$ cat config.mk
export PLATFORM = sky130hd
export DESIGN_NAME = sar_seq
export DESIGN_NICKNAME = d
export VERILOG_FILES = /design/src/rtl/sar_seq.sv
export SDC_FILE = /design/constraint.sdc
export NUM_CORES = 1
export LEC_CHECK = 0
export BUFFER_PORTS_ARGS = -buffer_cell sky130_fd_sc_hd__buf_2
export CAP_MARGIN = 20
export CORE_MARGIN = 3
export CORE_UTILIZATION = 30
export DETAILED_ROUTE_END_ITERATION = 8
export GPL_ROUTABILITY_DRIVEN = 1
export HOLD_SLACK_MARGIN = 0.02
export PLACE_DENSITY_LB_ADDON = 0.12
export RECOVER_POWER = 50
export REMOVE_ABC_BUFFERS = 1
export SYNTH_ARGS = -nofsm -noshare
export SYNTH_HDL_FRONTEND = slang
export SYNTH_SLANG_ARGS = --single-unit
$ cat constraint.sdc
create_clock -name clk -period 2.2 [get_ports clk]
set_input_delay 0.22 -clock clk [delete_from_list [all_inputs] [get_ports clk]]
set_output_delay 0.22 -clock clk [all_outputs]
set_load 0.005 [all_outputs]
$ cat src/rtl/sar_seq.sv
module sar_seq #(
  parameter int W       = 14,
  parameter int CLK_DIV = 28
) (
  input  logic         clk,
  input  logic         rst_n,
  input  logic         start_i,
  input  logic         xclk_i,
  input  logic         cmp_i,
  output logic [W-1:0] trial_o,
  output logic         hold_o,
  output logic         busy_o,
  output logic [W-1:0] result_o
);
  localparam int CW = $clog2(CLK_DIV + 1);

  logic          start_q, xclk_q, ext_q;
  logic [CW-1:0] cnt_q;
  logic [W-1:0]  mask_q, trial_q, result_q;
  logic          busy_q, hold_q;

  logic          start_edge, xclk_edge, tick;
  logic [W-1:0]  resolved;

  assign start_edge = start_i & ~start_q;
  assign xclk_edge  = xclk_i & ~xclk_q;
  assign tick       = busy_q & (ext_q ? xclk_edge : (cnt_q == CW'(CLK_DIV - 1)));
  assign resolved   = cmp_i ? trial_q : (trial_q & ~mask_q);

  always_ff @(posedge clk or negedge rst_n) begin
    if (!rst_n) begin
      start_q <= 1'b0;
      xclk_q  <= 1'b0;
    end else begin
      start_q <= start_i;
      xclk_q  <= xclk_i;
    end
  end

  always_ff @(posedge clk or negedge rst_n) begin
    if (!rst_n)                   cnt_q <= '0;
    else if (!busy_q || tick)     cnt_q <= '0;
    else if (!ext_q)              cnt_q <= cnt_q + 1'b1;
  end

  always_ff @(posedge clk or negedge rst_n) begin
    if (!rst_n) begin
      busy_q   <= 1'b0;
      hold_q   <= 1'b0;
      ext_q    <= 1'b0;
      mask_q   <= '0;
      trial_q  <= '0;
      result_q <= '0;
    end else if (!busy_q) begin
      if (start_edge) begin
        busy_q  <= 1'b1;
        hold_q  <= 1'b1;
        ext_q   <= xclk_i;
        mask_q  <= '0;
        trial_q <= '0;
      end
    end else if (tick) begin
      if (mask_q == '0) begin
        mask_q  <= {1'b1, {(W-1){1'b0}}};
        trial_q <= {1'b1, {(W-1){1'b0}}};
      end else if (mask_q[0]) begin
        trial_q  <= resolved;
        result_q <= resolved;
        mask_q   <= '0;
        busy_q   <= 1'b0;
        hold_q   <= 1'b0;
      end else begin
        trial_q <= resolved | (mask_q >> 1);
        mask_q  <= mask_q >> 1;
      end
    end
  end

  assign trial_o  = trial_q;
  assign hold_o   = hold_q;
  assign busy_o   = busy_q;
  assign result_o = result_q;

  p_hold_tracks_busy_r3: assert property (@(posedge clk) disable iff (!rst_n)
    hold_o == busy_o);

  p_start_begins_r2: assert property (@(posedge clk) disable iff (!rst_n)
    (!busy_o && start_i && !start_q) |=> (busy_o && trial_o == '0));

  p_mask_onehot_r4: assert property (@(posedge clk) disable iff (!rst_n)
    $onehot0(mask_q));

  p_low_bits_clear_r4: assert property (@(posedge clk) disable iff (!rst_n)
    busy_o |-> ((trial_o & (mask_q - 1'b1)) == '0));

  p_div_bound_r5: assert property (@(posedge clk) disable iff (!rst_n)
    (busy_o && !ext_q) |-> (cnt_q < CW'(CLK_DIV)));

  p_no_restart_r8: assert property (@(posedge clk) disable iff (!rst_n)
    (busy_o && mask_q != '0) |=> (!busy_o || mask_q != '0));

  p_result_stable_r9: assert property (@(posedge clk) disable iff (!rst_n)
    !$fell(busy_o) |-> $stable(result_o));

  p_release_r10: assert property (@(posedge clk) disable iff (!rst_n)
    $fell(busy_o) |-> !hold_o);
endmodule

# Word-level counts from Yosys, hierarchy flattened
# Index checks and enable logic that the tools add are counted.
[op_classes]
n_addsub = 1
bitwise_logic = 10
reduce_logical = 8
n_eq_ne = 5
mux = 23
[ops]
columns = ["cell", "n"]
rows = [
  ["14-bit 2-to-1 mux", 9],
  ["14-bit bitwise AND", 1],
  ["14-bit zero test", 1],
  ["14-bit inverter", 1],
  ["14-bit by 13-bit OR with 14-bit output", 1],
  ["13-bit 2-to-1 mux", 1],
  ["1-bit 2-to-1 mux", 11],
  ["5-bit 2-to-1 mux", 2],
  ["4-bit AND reduction", 2],
  ["5-bit by 1-bit adder with 5-bit output, second input constant", 1],
  ["5-bit == test, second input constant", 1],
  ["2-bit by 1-bit inequality test with 1-bit output, second input constant", 2],
  ["2-bit inequality test, second input constant", 2],
  ["1-bit inverter", 4],
  ["2-bit AND reduction", 2],
  ["1-bit bitwise AND", 3],
  ["2-bit nonzero test", 1],
  ["1-bit zero test", 1],
  ["1-bit logical OR", 1],
]
[totals]
output_inout_bits = 30
input_bits = 5
reg_bits = 52
wordCells = 56

# Longest topological paths before layout
# Gate-level depths: netlist of the first run.
[depth]
ltp_word = 8
ltp_mapped = 6
depth_no_buf = 5

# Least setup slack after synthesis of the first run
# Ideal clock, no wire load.
[synth_timing]
kind = "register to register"
from = "register cnt_q[0]"
to = "register trial_q[10] (netlist: trial_o[10])"
period_less_slack_ns = 1.668
setup_time_ns = 0.121
arrival_time_ns = 1.547
required_ns = 2.079
stages_incl_launch_ff = 7
n_path_buf = 1
slack_ns = 0.532
path_cell_list = "dfrtp_1 > ha_1 > and3b_1 > a211oi_4 > nor3_2 > buf_6 > a22o_1"
[synth_between]
elab_chain_len = 5
[synth_rtl]
columns = ["element", "line_no", "source"]
rows = [
  ["start, declared", "18", "logic [CW-1:0] cnt_q;"],
  ["start signal, assigned", "43", "else if (!ext_q) cnt_q <= cnt_q + 1'b1;"],
  ["5-bit == test", "27", "assign tick = busy_q & (ext_q ? xclk_edge : (cnt_q == CW'(CLK_DIV - 1)));"],
  ["1-bit 2-to-1 mux", "27", ""],
  ["1-bit bitwise AND", "27", ""],
  ["2-bit by 1-bit inequality test with 1-bit output (no source line)", "-", ""],
  ["2-bit AND reduction (no source line)", "-", ""],
  ["end signal, assigned", "65", "trial_q <= {1'b1, {(W-1){1'b0}}};"],
  ["end signal, assigned", "67", "trial_q <= resolved;"],
  ["end signal, assigned", "73", "trial_q <= resolved | (mask_q >> 1);"],
  ["end, declared", "19", "logic [W-1:0] mask_q, trial_q, result_q;"],
]
# No other way between the ends.
# A chain may end at the register's enable or synchronous reset.

# Worst setup path after layout of the first run
[layout_timing]
from = "register cnt_q[0]"
to = "register trial_q[12] (netlist: trial_o[12])"
# Same word-level chain as after synthesis.

==> results.cfg, run 1 <==
[status]
outcome = finished clean

[sta]
setup_tns_ns = 0
relSlewSlack_pct = 42.5
timing.hold.ws_ns = 0.0484
setup_viol = 0
fin_crit_sh_pct = 88.5
final_max_slew_viol_count = 0
hold_viol = 0
post-route-min-period_ns = 1.95
fin_ws_ns = 0.254
worst_slew_pin_slew_ns = 0.863
clock.fmax_mhz = 514
skew_ns = 0.0123
rsz0062_at_grt = no

[clock_network]
insertion_delay_ns = 0.32
cts_resized = 0
path_clk_slew_ns = 0.11
numCtsBuffers = 5
cts_max_path_buffers = 2
postCtsHoldBufs = 1
cts_tree = done
postCtsSetupRepairBufs = 0
cts_root_buf = clkbuf_8
clock-sinks = 52
htreeDepth = 2

[cells_and_area]
diodes = 0
final_common_cell = dfrtp_1
area_growth_pct = 17.4
finalNetCount = 255
fillers = 766
drive_gt1_share_pct = 20.4
layout_common_cells = dfrtp_1, buf_2, o21ai_0, a22o_1, inv_1
final_area_um2 = 2720

[floorplanning]
row_count = 31
core_area_um2 = 7370
io-pin-count = 35
start_util_pct = 31.4
die_y_um = 93.8
dieArea_um2 = 8800
die_w_um = 93.8

[power]
power_frac_seq_pct = 51.6
combinationalPowerShare_pct = 23.0
netSwitchingFraction_pct = 33.5
p_per_area_nw_per_um2 = 844
netSwitchingPower_mw = 0.767
power_mw = 2.29
p_leak_nw = 1.31
ir_drop_mv = 0.433
pwr-share-clk_pct = 25.5
intPower_mw = 1.52

[worst_setup_path]
crit_fanout = 12
worstSetupStartpointType = flop
r2r_cells = 6
critPathCaptureType = flop
reg2reg_slack_ns = 0.25
worst-setup-path-type = reg -> reg
r2r-start = cnt_q[0]
critical_path_arrival_ns = 2.21
worstReg2RegEnd = trial_o[12]
required_ns = 2.47

[min_path]
whs_path_depth = 1
hp-class = in -> reg
hp-start = start_i
min_to = start_q

[logic_synthesis]
synthesis.area_per_instance_um2 = 11.2
yosysWarnings = 0
yosysUniqueCellTypes = 39
synth_flop_cell = dfrtp_1
synth-async-reset-ratio_pct = 100
ys_seq_area_share_pct = 56.3
yosys_register_bits = 52
synthCells = 207
synth_area_um2 = 2310
synth_edf_count = 0

[place]
place_ws_ns = 0.233
portBuffers = 34
placed_cell_area_um2 = 2630
hpwl_mm = 3.88
place_congestion = 0.708

[drt]
wl_per_cell_um = 16.1
dr_wl_met2_mm = 2.63
drtAntennaViolNets = 0
vias = 1705
dr_wl_met3_um = 183
dr.pass1.iters = 4
drtIter0Drc = 69
top_layer = met4
routed_wirelength_mm = 5.63
viasPerCell = 4.89
wl_met1_mm = 2.78
drc = 0

[global_route]
grt_max_degree = 20
antenna_found_initial = 0
grt_pass1_wl_mm = 9.46
grt_pass1_vias = 1807
track_usage_pct = 13.8
gr-total-overflow = 0

[job]
maxCapViolations = 0
## logic make-up (layout without fill, tap and decap cells)
| group | after synthesis | after routing | synth area share, % |
|---|---|---|---|
| and+or+nand+nor | 43 | 43 | 11.6 |
| xor gates and xnor gates | 4 | 4 | 1.52 |
| buffers and inverters | 25 | 68 | 4.82 |
| DFF | 52 | 52 | 56.3 |
| adders and majority gates | 1 | 1 | 0.541 |
| muxes | 2 | 2 | 0.920 |
| AOI/OAI and AO/OA | 80 | 80 | 24.3 |
## power groups by stage
stage / clock network [mW] / registers, mW / logic [mW]
final: 0.583 / 1.18 / 0.527
after floorplan: 0 / 1.18 / 0.328
after global placement: 0 / 1.20 / 0.531
after detailed placement: 0 / 1.20 / 0.533
after global routing: 0.635 / 1.20 / 0.592
after CTS: 0.604 / 1.19 / 0.536
## worst max-delay path by stage
stage               startpoint     endpoint  slack (ns)  cells after the start
CTS                   cnt_q[0]  trial_o[12]        0.23                      6
detailed placement    cnt_q[0]  trial_o[12]        0.23                      6
global route            busy_o   trial_o[9]        0.07                      5
floorplan             cnt_q[0]  trial_o[10]        0.28                      5
global placement         ext_q   trial_o[6]        0.28                      5
finish                cnt_q[0]  trial_o[12]        0.25                      6
## worst max-delay path, stage by stage, from the launching register on
cell,delay [ns]
dfrtp_1,0.40
ha_1,0.20
and3b_1,0.28
a211oi_4,0.10
nor3_2,0.47
buf_4,0.30
a22o_1,0.16
## cell usage after synthesis (all sizes together), types with 3 or more instances
| library cell | instances | area [um^2] |
|---|---|---|
| clkbuf | 3 | 11.3 |
| a22o | 20 | 175 |
| o21ai | 30 | 150 |
| dfrtp | 52 | 1300 |
| xor2 | 3 | 26.3 |
| nor4 | 3 | 25.0 |
| inv | 15 | 56.3 |
| a21o | 7 | 52.6 |
| nand2 | 3 | 11.3 |
| buf | 7 | 43.8 |
| nor2 | 8 | 30.0 |
| nor2b | 14 | 87.6 |
| o31ai | 13 | 97.6 |
## routing by layer
metal / GRT usage [%] / vias to the layer above
li1: - / 834
met1: 19.0 / 843
met2: 22.1 / 26
met3: 2.80 / 2
met4: 3.61 / 0
met5: 0 / -
## sequential cells by signal (all words and copies together) (netlist names)
name      flops
cnt_q         5
mask_q       14
xclk_q        1
result_o     14
hold_o        1
trial_o      14
busy_o        1
start_q       1
ext_q         1
## stage by stage
stage / cells / util (%)
detailed placement: 340 / 35.6
finish: 349 / 36.8
global route: 349 / 36.8
CTS: 349 / 37.0
floorplan: 197 / -
global placement: 340 / 35.6
## cell type report
| cell class | instances | area [um^2] | area share, % |
|---|---|---|---|
| sequential | 52 | 1300 | 47.9 |
| multi-input combinational | 130 | 900 | 33.1 |
| timing repair buffer | 45 | 243 | 8.94 |
| tap | 99 | 124 | 4.56 |
| clock buffer | 5 | 68.8 | 2.53 |
| inverter | 15 | 56.3 | 2.07 |
| clock inverter | 3 | 22.5 | 0.829 |
(Power assumes the default switching activity.)
==> run 2, diff against run 1 <==
clock period = 2 ns   (was 2.2 ns; I/O delays follow)
==> results.cfg, run 2 (synthesis results as in run 1) <==
[drt]
drtIter0Drc = 126
routed_wirelength_mm = 5.64
dr.pass1.iters = 4
viasPerCell = 4.97
vias = 1770
wl_per_cell_um = 15.8
drtAntennaViolNets = 0
drc = 0

[worst_setup_path]
required_ns = 2.21
r2r_cells = 5
worstSetupStartpointType = flop
critPathCaptureType = flop
worst-setup-path-type = reg -> reg
critical_path_arrival_ns = 2.10
crit_fanout = 15

[global_route]
gr-total-overflow = 0
grt_pass1_wl_mm = 9.59
track_usage_pct = 13.9
grt_pass1_vias = 1848
antenna_found_initial = 0
grt_max_degree = 53

[sta]
final_max_slew_viol_count = 0
clock.fmax_mhz = 530
setup_viol = 0
setup_tns_ns = 0
fin_crit_sh_pct = 94.3
rsz0062_at_grt = yes
worst_slew_pin_slew_ns = 1.31
skew_ns = 0.00875
relSlewSlack_pct = 12.5
hold_viol = 0
post-route-min-period_ns = 1.89

[status]
outcome = finished clean

[cells_and_area]
layout_common_cells = dfrtp_1, buf_2, o21ai_0, a22o_1, buf_4
area_growth_pct = 22.0
final_area_um2 = 2820
diodes = 0
drive_gt1_share_pct = 23.3
fillers = 779
finalNetCount = 263
final_common_cell = dfrtp_1

[clock_network]
clock-sinks = 52
cts_root_buf = clkbuf_8
cts_resized = 0
htreeDepth = 2
numCtsBuffers = 5
cts_tree = done
insertion_delay_ns = 0.31
path_clk_slew_ns = 0.10
cts_max_path_buffers = 2

[floorplanning]
die_y_um = 93.8
core_area_um2 = 7370
dieArea_um2 = 8800
io-pin-count = 35
row_count = 31
start_util_pct = 31.4
die_w_um = 93.8

[power]
ir_drop_mv = 0.447
p_per_area_nw_per_um2 = 983
p_leak_nw = 1.38

[min_path]
whs_path_depth = 1
hp-class = in -> reg

[place]
hpwl_mm = 3.77
place_congestion = 0.721
placed_cell_area_um2 = 2690
portBuffers = 34

[job]
maxCapViolations = 0
[run 2: cell types whose count changed in the layout (fill, tap and decap cells not counted), sizes merged]
cell / delta
buf: +11
clkbuf: -4
bufinv: +2
clkinv: -2
dlygate4sd3: +1
inv: -1
[run 2: area by class of cell]
class,count,area [um^2],area share (%)
sequential,52,1300,46.1
multi-input combinational,130,900,31.9
timing repair buffer,53,312,11.0
tap,99,124,4.39
clock buffer,5,68.8,2.44
clock inverter,2,60.1,2.13
inverter,15,56.3,2.00
[run 2: metal layers]
| layer | track usage (%) | wire, um | share of wire [%] | up-vias |
|---|---|---|---|---|
| met2 | 22.4 | 2620 | 47 | 26 |
| met4 | 3.97 | 54 | 0.96 | 0 |
| met3 | 2.96 | 202 | 3.6 | 5 |
| met5 | 0 | 0 | 0 | - |
| li1 | - | - | - | 855 |
| met1 | 18.8 | 2760 | 49 | 884 |
[run 2: repair_timing]
item | in CTS | in global routing
hold buffers | 2 | 0
setup endpoints to repair | 0 | 4
setup buffers | 0 | 0
hold endpoints to repair | 53 | 0
[run 2: where the power goes]
| part | total [mW] | switching (mW) | internal, mW | leakage (nW) |
|---|---|---|---|---|
| clock | 0.847 | 0.354 | 0.493 | 0.0642 |
| sequential | 1.29 | 0.115 | 1.18 | 0.699 |
| combinational | 0.636 | 0.346 | 0.290 | 0.619 |
[run 2: metrics by stage]
stage	std cells	worst slack, ns	total power [mW]	utilization, %	hold WS [ns]
after floorplan	197	0.0776	1.65	-	-0.0956
after global placement	347	0.149	1.95	36.5	0.222
after detailed placement	347	0.110	1.96	36.5	0.223
after CTS	356	0.0883	2.82	38.5	0.0222
after global routing	356	-0.0413	2.95	38.3	0.0526
final	356	0.113	2.77	38.3	0.0461
[run 2: worst max-delay path, cell delays in order, from the launching register on]
cell,delay [ns]
dfrtp_1,0.41
ha_1,0.23
and3b_1,0.23
a211o_1,0.49
and3_1,0.28
a21o_1,0.15
[run 2: path summary, 6_finish.rpt]
check / startpoint / to / slack [ns]
worst max-delay path: cnt_q[0] / trial_o[5] / 0.11
worst min-delay path: xclk_i / xclk_q / 0.05
worst max register to register: cnt_q[0] / trial_o[5] / 0.11
worst min register to register: hold_o / hold_o / 0.48
max in group asynchronous: rst_n / xclk_q / 0.41
min in group asynchronous: rst_n / result_o[8] / 0.79
